**src/rtl/mulq_pkg.sv**
```systemverilog
package mulq_pkg;
  typedef struct packed {
    logic frac;
    logic byte_sel;
  } mulq_mode_t;

  typedef enum logic [0:0] {
    SCALE_INT  = 1'b0,
    SCALE_FRAC = 1'b1
  } mulq_scale_e;
endpackage

```
**src/rtl/mulq_operand_ext.sv**
```systemverilog
module mulq_operand_ext #(
  parameter int OP_W   = 16,
  parameter int BYTE_W = 8,
  localparam int EXT_W = OP_W + 1
) (
  input  logic [OP_W-1:0]  op,
  input  logic             is_signed,
  input  logic             byte_sel,
  output logic [EXT_W-1:0] ext
);
  logic fill_w;
  logic fill_b;

  always_comb begin
    fill_w = is_signed & op[OP_W-1];
    fill_b = is_signed & op[BYTE_W-1];
    if (byte_sel) ext = {{(EXT_W-BYTE_W){fill_b}}, op[BYTE_W-1:0]};
    else          ext = {fill_w, op};
  end
endmodule

```
**src/rtl/mulq_core.sv**
```systemverilog
module mulq_core #(
  parameter int EXT_W = 17,
  localparam int SCL_W = 2*EXT_W - 1
) (
  input  logic [EXT_W-1:0] a,
  input  logic [EXT_W-1:0] b,
  output logic [SCL_W-1:0] prod
);
  always_comb prod = SCL_W'($signed(a) * $signed(b));
endmodule

```
**src/rtl/mulq_scaler.sv**
```systemverilog
module mulq_scaler
  import mulq_pkg::*;
#(
  parameter int SCL_W = 33,
  parameter int ACC_W = 40
) (
  input  logic [SCL_W-1:0] prod,
  input  mulq_scale_e      scale,
  output logic [ACC_W-1:0] acc
);
  logic [SCL_W-1:0] scl;

  always_comb begin
    unique case (scale)
      SCALE_FRAC: scl = {prod[SCL_W-2:0], 1'b0};
      default:    scl = prod;
    endcase
    acc = {{(ACC_W-SCL_W){scl[SCL_W-1]}}, scl};
  end
endmodule

```
**src/rtl/mulq_top.sv**
```systemverilog
module mulq_top
  import mulq_pkg::*;
#(
  parameter int OP_W   = 16,
  parameter int BYTE_W = 8,
  parameter int ACC_W  = 40,
  localparam int EXT_W = OP_W + 1,
  localparam int SCL_W = 2*EXT_W - 1,
  localparam int MCU_W = 2*OP_W,
  localparam int BPR_W = 2*BYTE_W
) (
  input  logic             clk,
  input  logic             rst,
  input  logic             in_valid,
  input  logic [OP_W-1:0]  opa,
  input  logic [OP_W-1:0]  opb,
  input  logic             opa_signed,
  input  logic             opb_signed,
  input  logic             frac_en,
  input  logic             size_byte,
  output logic             res_valid,
  output logic [ACC_W-1:0] acc_res,
  output logic [MCU_W-1:0] mcu_res
);
  mulq_mode_t       mode;
  logic [OP_W-1:0]  ops   [2];
  logic             sgns  [2];
  logic [EXT_W-1:0] exts  [2];
  logic [SCL_W-1:0] prod;
  logic [ACC_W-1:0] acc_d;
  logic [MCU_W-1:0] mcu_d;

  assign mode    = '{frac: frac_en, byte_sel: size_byte};
  assign ops[0]  = opa;
  assign ops[1]  = opb;
  assign sgns[0] = opa_signed;
  assign sgns[1] = opb_signed;

  for (genvar i = 0; i < 2; i++) begin : g_ext
    mulq_operand_ext #(.OP_W(OP_W), .BYTE_W(BYTE_W)) u_ext (
      .op(ops[i]), .is_signed(sgns[i]), .byte_sel(mode.byte_sel), .ext(exts[i])
    );
  end

  mulq_core #(.EXT_W(EXT_W)) u_core (.a(exts[0]), .b(exts[1]), .prod(prod));

  mulq_scaler #(.SCL_W(SCL_W), .ACC_W(ACC_W)) u_scl (
    .prod(prod),
    .scale(mode.frac ? SCALE_FRAC : SCALE_INT),
    .acc(acc_d)
  );

  always_comb begin
    if (mode.byte_sel) mcu_d = {{(MCU_W-BPR_W){1'b0}}, prod[BPR_W-1:0]};
    else               mcu_d = prod[MCU_W-1:0];
  end

  always_ff @(posedge clk) begin
    if (rst) begin
      res_valid <= 1'b0;
      acc_res   <= '0;
      mcu_res   <= '0;
    end else begin
      res_valid <= in_valid;
      if (in_valid) begin
        acc_res <= acc_d;
        mcu_res <= mcu_d;
      end
    end
  end

  assert_valid_follow_R1: assert property (@(posedge clk) disable iff (rst)
    in_valid |=> res_valid);
  assert_valid_drop_R1: assert property (@(posedge clk) disable iff (rst)
    !in_valid |=> !res_valid);
  assert_hold_R2: assert property (@(posedge clk) disable iff (rst)
    !in_valid |=> ($stable(acc_res) && $stable(mcu_res)));
  assert_uns_nonneg_R4: assert property (@(posedge clk) disable iff (rst)
    (in_valid && !opa_signed && !opb_signed && !frac_en) |=> !acc_res[ACC_W-1]);
  assert_byte_high_zero_R5: assert property (@(posedge clk) disable iff (rst)
    (in_valid && size_byte) |=> (mcu_res[MCU_W-1:BPR_W] == '0));
  assert_frac_lsb_R6: assert property (@(posedge clk) disable iff (rst)
    (in_valid && frac_en) |=> !acc_res[0]);
  assert_sign_ext_R7: assert property (@(posedge clk) disable iff (rst)
    res_valid |-> (acc_res[ACC_W-1:SCL_W] == {(ACC_W-SCL_W){acc_res[SCL_W-1]}}));
endmodule

```
**config.mk**
```make
export PLATFORM = sky130hd
export DESIGN_NAME = mulq_top
export DESIGN_NICKNAME = d
export VERILOG_FILES = /design/src/rtl/mulq_pkg.sv /design/src/rtl/mulq_operand_ext.sv /design/src/rtl/mulq_core.sv /design/src/rtl/mulq_scaler.sv /design/src/rtl/mulq_top.sv
export SDC_FILE = /design/constraint.sdc
export NUM_CORES = 1
export LEC_CHECK = 0
export BUFFER_PORTS_ARGS = -buffer_cell sky130_fd_sc_hd__buf_2
export CAP_MARGIN = 5
export CELL_PAD_IN_SITES_DETAIL_PLACEMENT = 0
export CELL_PAD_IN_SITES_GLOBAL_PLACEMENT = 1
export CORE_UTILIZATION = 53
export CTS_BUF_LIST = sky130_fd_sc_hd__clkbuf_4
export CTS_CLUSTER_SIZE = 20
export DETAILED_ROUTE_END_ITERATION = 8
export PLACE_DENSITY = 0.9
export SYNTH_ARGS = -nofsm -noshare
export SYNTH_HDL_FRONTEND = slang
export SYNTH_SLANG_ARGS = --single-unit
```
**constraint.sdc**
```tcl
create_clock -name clk -period 13.8 [get_ports clk]
set_input_delay 1.38 -clock clk [delete_from_list [all_inputs] [get_ports clk]]
set_output_delay 1.38 -clock clk [all_outputs]
set_load 0.05 [all_outputs]
```
==> flow_summary.yaml, run 1 <==
status:
  status: "finished clean"
route:
  drt_iter0_drc: 512
  vias: 9855
  drt-wirelength-per-cell_um: 16.2
  wl_um: 30300
  antenna_left: 0
  via_per_inst: 5.27
  dr.pass1.iters: 8
  post-route-drc-count: 0
setup_path:
  worstPathArrival_ps: 9460
  cp-start-kind: "primary input"
  crit_buf_inv: 6
  cp_common_cell: "fa_1"
  r2r_cells: 3
  cp_top_family: "adder cells"
  rr_endpoint: "mcu_res[18]$_SDFFE_PP0P_"
  crit_required_ps: 14140
  cp_max_fo: 21
  cp_slowest_cell: "o21ai_1"
  crit_path_max_incr_delay_ps: 710
  worstSetupPathType: "primary input to flip-flop"
  worstSetupEndpointType: "flip-flop"
  r2r_setup_slack_ps: 12960
  r2r-start: "mcu_res[18]$_SDFFE_PP0P_"
timing:
  slew_headroom: 0.191
  setup-violations-final: 0
  worst_pin_slew_ps: 1210
  finalHoldViolCount: 0
  fin_crit_sh: 0.661
  fin_setup_tns_ps: 0
  skew_ps: 0
  min_period_ps: 9130
  rsz0062_at_grt: "no"
  slew_viol_final: 0
  timing.fmax_mhz: 110
synthesis:
  async_flop_share: 0
  yosysWarnings: 0
  postSynthNetCount: 1887
  syn_inst: 1475
  synth-seq-area-share: 0.0985
  synth_edf_count: 0
  syn-cell-area_mm2: 0.0134
  ys_types: 50
  yosysTopAreaCellShare: 0.433
  synthTopCellsByArea: "fa_1 43%, dfxtp_1 9.9%, inv_1 8.7%"
  synth_top_area_cell: "fa_1"
  ys_ff_latch: 66
  synth_area_per_cell_um2: 9.09
  synth-main-ff-cell: "dfxtp_1"
clocking:
  cts_buffers: 9
  cts_tree: "done"
  clkLatencyLatePin_ps: 390
  path_clk_slew_ps: 120
  post_cts_buffers: 0
  postCtsResizedCells: 0
  cts_buffer_depth: 2
  cts-root-buf: "clkbuf_4"
  h-tree-depth: 3
  cts_sinks: 66
  cts_hold_buf: 0
final_layout:
  synthToLayoutAreaGrowth_pct: 6.99
  drive_gt1_frac: 0.100
  fin_area_mm2: 0.0144
  final_nets: 1951
  mostFrequentLayoutCell: "inv_1"
  ff_latch_area_mm2: 0.00132
  multi_input_area_mm2: 0.0106
  layout_common_cells: "310 x inv_1, 290 x fa_1, 159 x nand2_1"
  nFillCells: 2240
floorplanning:
  ios: 112
  core-area_mm2: 0.0246
  die_h_um: 161
  initial_core_util: 0.545
  rows: 57
  die_w_um: 161
  dieArea_mm2: 0.0259
placement:
  place_area_mm2: 0.0142
  port_buffers: 111
  hpwl_um: 25100
  gp_congestion: 0.889
grt:
  antenna_found_initial: 1
  grt_pass1_vias: 10650
  grt_overflow_total: 0
  grt_max_degree: 101
  grt_usage: 0.254
  grt_pass1_wl_um: 52100
min_path:
  min-delay-start: "mcu_res[0]$_SDFFE_PP0P_"
  hold_end: "mcu_res[0]$_SDFFE_PP0P_"
  hold_path_depth: 2
  hold_path.class: "flip-flop to flip-flop"
job:
  drv_cap: 0
==> flip-flops by register name, summed over array words and instances (netlist names) <==
| register | count |
|---|---|
| res_valid | 1 |
| acc_res | 33 |
| mcu_res | 32 |
==> logic make-up after synthesis <==
group                    count (synthesis)  share of synthesized area
AO/OA/AOI/OAI                          137                     0.0684
AND/OR/NAND/NOR                        434                      0.155
multiplexers                            44                     0.0328
flip-flops                              66                     0.0985
buffers and inverters                  382                      0.109
adder cells (fa/ha/maj)                373                      0.510
XOR/XNOR                                39                     0.0260
==> area by class of cell <==
class | count | area share
clock inverters | 7 | 0.00654
well taps | 324 | 0.0283
multi-input cells | 1027 | 0.741
inverters | 310 | 0.0811
clock buffers | 9 | 0.00471
repair buffers | 125 | 0.0465
flip-flops and latches | 66 | 0.0921
diodes | 1 | 0.000174
==> synth_stat cells, types with 17 or more instances <==
cell type    n
a21oi_1     39
a211oi_1    31
clkbuf_1    59
xnor2_1     30
nand2_1    159
and2_1     126
inv_1      310
nor2b_1     17
mux2i_1     44
nor2_1      94
fa_1       290
ha_1        83
dfxtp_1     66
==> layer usage <==
layer | share of wire | GRT usage | wire [um] | vias to the layer above
met1 | 0.39 | 0.305 | 11800 | 4998
met2 | 0.55 | 0.475 | 16500 | 239
met3 | 0.035 | 0.0223 | 1070 | 56
met5 | 0 | 0 | 0 | -
li1 | - | - | - | 4562
met4 | 0.031 | 0.0853 | 934 | 0
==> through the flow <==
| stage | worst slack [ps] | instances | hold WS, ps | util |
|---|---|---|---|---|
| 2_1_floorplan | 5770 | 1475 | 691 | - |
| 3_3_place_gp | 4670 | 1851 | 456 | 0.576 |
| 3_5_place_dp | 4290 | 1851 | 459 | 0.576 |
| 4_1_cts | 4710 | 1867 | 477 | 0.583 |
| 5_1_grt | 3990 | 1869 | 490 | 0.583 |
| 6_report | 4670 | 1869 | 477 | 0.583 |
==> worst reg2reg max path, stage by stage, from the launching register on <==
cell     delay [ps]
dfxtp_1         330
nor2b_1         120
a21oi_1         180
nor2_1           60
==> how the worst max path moves through the flow <==
| stage | start | to | slack (ps) | depth (start not counted) |
|---|---|---|---|---|
| after global routing | size_byte | acc_res[32]$_SDFFE_PP0P_ | 3990 | 27 |
| after floorplan | size_byte | acc_res[32]$_SDFFE_PP0P_ | 5770 | 27 |
| final | size_byte | acc_res[32]$_SDFFE_PP0P_ | 4670 | 27 |
| after detailed placement | size_byte | acc_res[31]$_SDFFE_PP0P_ | 4290 | 26 |
| after CTS | size_byte | acc_res[32]$_SDFFE_PP0P_ | 4710 | 27 |
| after global placement | size_byte | acc_res[32]$_SDFFE_PP0P_ | 4670 | 27 |
Power of run 1 is left out: the tool's default activity adds up to more than one toggle a clock period on the data nets, which glitch-free logic cannot reach.
==> inputs of run 2 (changes only) <==
CORE_UTILIZATION = 49   (was 53)
PLACE_DENSITY = 0.84   (was 0.9)
clock period = 9.5 ns   (was 13.8 ns; I/O delays follow)
==> flow_summary.yaml, run 2 (same netlist as run 1, synthesis figures left out) <==
status:
  status: "finished clean"
timing:
  slew_viol_final: 0
  finalHoldViolCount: 0
  fin_setup_tns_ps: 0
  setup-violations-final: 0
  timing.fmax_mhz: 121
  skew_ps: 0
  fin_crit_sh: 0.867
  slew_headroom: 0.202
  worst_pin_slew_ps: 1200
  min_period_ps: 8240
  rsz0062_at_grt: "no"
setup_path:
  worstSetupEndpointType: "flip-flop"
  cp_max_fo: 21
  worstSetupPathType: "primary input to flip-flop"
  worstPathArrival_ps: 8560
  crit_required_ps: 9820
  cp-start-kind: "primary input"
floorplanning:
  die_h_um: 167
  initial_core_util: 0.499
  ios: 112
  die_w_um: 167
  core-area_mm2: 0.0269
  dieArea_mm2: 0.0280
  rows: 60
grt:
  antenna_found_initial: 0
  top_usage_layer: "met2"
  grt_pass1_vias: 10565
  grt_overflow_total: 0
  grt_usage: 0.237
  gr-usage-met3: 0.0248
  grt_pass1_wl_um: 52600
  grt_use_met2: 0.436
  grt_use_met1: 0.292
  grt_max_degree: 101
route:
  antenna_left: 0
  via_per_inst: 5.16
  vias: 9743
  drt-wirelength-per-cell_um: 16.1
  drt_iter0_drc: 398
  dr.pass1.iters: 4
  wl_um: 30300
  post-route-drc-count: 0
job:
  drv_cap: 0
clocking:
  postCtsResizedCells: 0
  post_cts_buffers: 0
  cts_hold_buf: 0
  cts_buffers: 9
  cts_tree: "done"
  cts_buffer_depth: 2
  path_clk_slew_ps: 110
  cts_sinks: 66
  clkLatencyLatePin_ps: 410
  cts-root-buf: "clkbuf_4"
  h-tree-depth: 3
min_path:
  hold_path.class: "flip-flop to flip-flop"
final_layout:
  n_antenna_cell: 0
  largest-register: "acc_res"
  mostFrequentLayoutCell: "inv_1"
  top_regs: "acc_res (33), mcu_res (32), res_valid (1)"
  largest_reg_flops: 33
  final_nets: 1954
  nFillCells: 2552
  layout_common_cells: "310 x inv_1, 290 x fa_1, 159 x nand2_1"
  drive_gt1_frac: 0.102
  synthToLayoutAreaGrowth_pct: 7.23
placement:
  hpwl_um: 25100
  gp_congestion: 0.863
  port_buffers: 111
==> run 2: cell types whose count changed in the layout (fill, tap and decap cells not counted) <==
cell      previous run  this run
buf_4               14        18
clkinv_4             2         0
buf_6                1         0
clkbuf_4             9        10
clkinv_2             1         2
diode_2              1         0
==> run 2: critical path: stages <==
cell and delay, ps:
buf_2 370, nand3_1 310, o21ai_1 150, buf_4 240
and2_1 480, nand2_1 190, inv_1 160, fa_1 540
inv_1 130, fa_1 500, inv_1 250, fa_1 480
fa_1 500, fa_1 500, inv_1 50, fa_1 470
inv_1 40, ha_1 310, and4_1 240, and2_1 170
a221oi_1 290, o21ai_0 140, a41o_1 250, o41ai_2 230
xnor2_1 210, mux2i_1 110, a211oi_1 280
==> run 2: worst paths after layout <==
check	start	end	slack (ps)	cells after the start
worst max-delay path	size_byte	acc_res[31]$_SDFFE_PP0P_	1260	27
worst min-delay path	mcu_res[0]$_SDFFE_PP0P_	mcu_res[0]$_SDFFE_PP0P_	480	2
worst max register to register	mcu_res[25]$_SDFFE_PP0P_	mcu_res[25]$_SDFFE_PP0P_	8680	3
worst min register to register	mcu_res[0]$_SDFFE_PP0P_	mcu_res[0]$_SDFFE_PP0P_	480	2
==> run 2: area by class of cell <==
type | instances | area [um2] | area share
Clock buffer | 10 | 75.1 | 0.00522
Timing Repair Buffer | 128 | 686 | 0.0477
Multi-Input combinational cell | 1027 | 10600 | 0.739
Sequential cell | 66 | 1320 | 0.0919
Clock inverter | 6 | 81.3 | 0.00565
Tap cell | 341 | 427 | 0.0297
Inverter | 310 | 1160 | 0.0809
==> run 2: metrics by stage <==
step                      cell area, um2  hold slack, ps  utilization  worst slack [ps]  cells
after floorplan                    13400             691            -              1900   1475
after global placement             14200             457        0.529              1120   1872
after detailed placement           14200             462        0.529               865   1872
after CTS                          14400             479        0.535              1290   1888
after global routing               14400             500        0.535               721   1888
final                              14400             478        0.535              1260   1888
==> run 2: per-layer routing <==
layer,share of wire,routed length (um)
met4,0.031,927
met5,0,0
met2,0.53,16100
met3,0.028,837
met1,0.41,12400
Power of run 2 is left out for the same reason.
==> inputs of run 3 (changes only) <==
REMOVE_ABC_BUFFERS = 1   (was unset)
==> flow_summary.yaml, run 3 (same netlist as run 1, synthesis figures left out) <==
status:
  status: "finished clean"
timing:
  setup_slack_ps: 1380
  rsz0062_at_grt: "no"
  slew_viol_final: 0
  min_period_ps: 8120
  finalHoldViolCount: 0
  skew_ps: 0
  slew_headroom: 0.266
  worst_pin_slew_ps: 1090
  fin_crit_sh: 0.855
  fin_setup_tns_ps: 0
  timing.fmax_mhz: 123
  setup-violations-final: 0
grt:
  grt_max_degree: 67
  grt_pass1_vias: 10836
  grt_use_met1: 0.282
  grt_usage: 0.237
  grt_overflow_total: 0
  gr-usage-met3: 0.0253
  grt_pass1_wl_um: 52900
  top_usage_layer: "met2"
  antenna_found_initial: 1
  grt_use_met2: 0.445
setup_path:
  worstSetupPathType: "primary input to flip-flop"
  cp-start-kind: "primary input"
  r2r_setup_slack_ps: 8730
  cp_max_fo: 21
  worstSetupEndpointType: "flip-flop"
  worstPathArrival_ps: 8450
  crit_required_ps: 9820
placement:
  post-place-ws_ps: 964
  dp_cells: 1874
  gp_congestion: 0.854
  port_buffers: 111
  hpwl_um: 25000
clocking:
  post_cts_buffers: 0
  cts_sinks: 66
  cts_tree: "done"
  clkLatencyLatePin_ps: 390
  cts_buffer_depth: 2
  path_clk_slew_ps: 110
  postCtsResizedCells: 0
  cts_hold_buf: 0
  cts-root-buf: "clkbuf_4"
  h-tree-depth: 3
  cts_buffers: 9
floorplanning:
  die_h_um: 167
  ios: 112
  rows: 60
  core-area_mm2: 0.0269
  initial_core_util: 0.499
  dieArea_mm2: 0.0280
  die_w_um: 167
final_layout:
  largest_reg_flops: 33
  mostFrequentLayoutCell: "inv_1"
  final_nets: 1956
  drive_gt1_frac: 0.102
  finalNonFillerCells: 1891
  layout_common_cells: "310 x inv_1, 290 x fa_1, 159 x nand2_1"
  top_regs: "acc_res (33), mcu_res (32), res_valid (1)"
  largest-register: "acc_res"
  synthToLayoutAreaGrowth_pct: 6.97
route:
  wl_um: 30400
  via_per_inst: 5.20
  drt-wirelength-per-cell_um: 16.1
  drt_iter0_drc: 396
  vias: 9833
  dr.pass1.iters: 4
  post-route-drc-count: 0
  antenna_left: 0
job:
  drv_cap: 0
min_path:
  hold_path.class: "flip-flop to flip-flop"
## run 3: cell count changes in the layout (fill, tap and decap cells not counted)
cell	before	now
diode_2	0	1
clkinvlp_4	1	0
clkinv_1	1	3
bufinv_16	2	0
buf_4	18	20
clkbuf_4	10	11
## run 3: final timing paths
path / cells past startpoint / end / start
max reg2reg: 3 / mcu_res[23]$_SDFFE_PP0P_ / mcu_res[23]$_SDFFE_PP0P_
min: 2 / acc_res[10]$_SDFFE_PP0P_ / acc_res[10]$_SDFFE_PP0P_
min reg2reg: 2 / acc_res[10]$_SDFFE_PP0P_ / acc_res[10]$_SDFFE_PP0P_
max: 27 / acc_res[32]$_SDFFE_PP0P_ / size_byte
## run 3: layout make-up
| class | count | area [um2] |
|---|---|---|
| Sequential cell | 66 | 1320 |
| Clock inverter | 5 | 21.3 |
| Fill cell | 2535 | 12500 |
| Tap cell | 341 | 427 |
| Multi-Input combinational cell | 1027 | 10600 |
| Antenna cell | 1 | 2.50 |
| Clock buffer | 11 | 82.6 |
| Timing Repair Buffer | 130 | 701 |
| Inverter | 310 | 1160 |
## run 3: routing by layer
metal / vias to the layer above / wire, um
met5: - / 0
li1: 4559 / -
met3: 55 / 1020
met1: 5021 / 12200
met4: 0 / 993
met2: 198 / 16200
## run 3: critical path, cell delays in order
cell and delay (ps):
buf_2 350, nand3_1 290, o21ai_1 180, and2_1 520
nand2_1 200, inv_1 150, fa_1 530, inv_1 140
fa_1 510, inv_1 250, fa_1 480, fa_1 510
fa_1 490, inv_1 50, fa_1 470, inv_1 40
ha_1 320, and4_1 250, and2_1 160, a221oi_1 310
o21ai_0 140, a41o_1 250, o41ai_2 240, xnor2_1 200
nand2_1 90, o211a_1 170, nor3_1 160
## run 3: per-stage QoR
stage                     hold slack [ps]  cell area (um2)   util
after global routing                  508            14300  0.534
after detailed placement              473            14200  0.530
after floorplan                       684            13100      -
after global placement                466            14200  0.530
final                                 484            14300  0.534
after CTS                             489            14300  0.534
Power of run 3 is left out for the same reason.
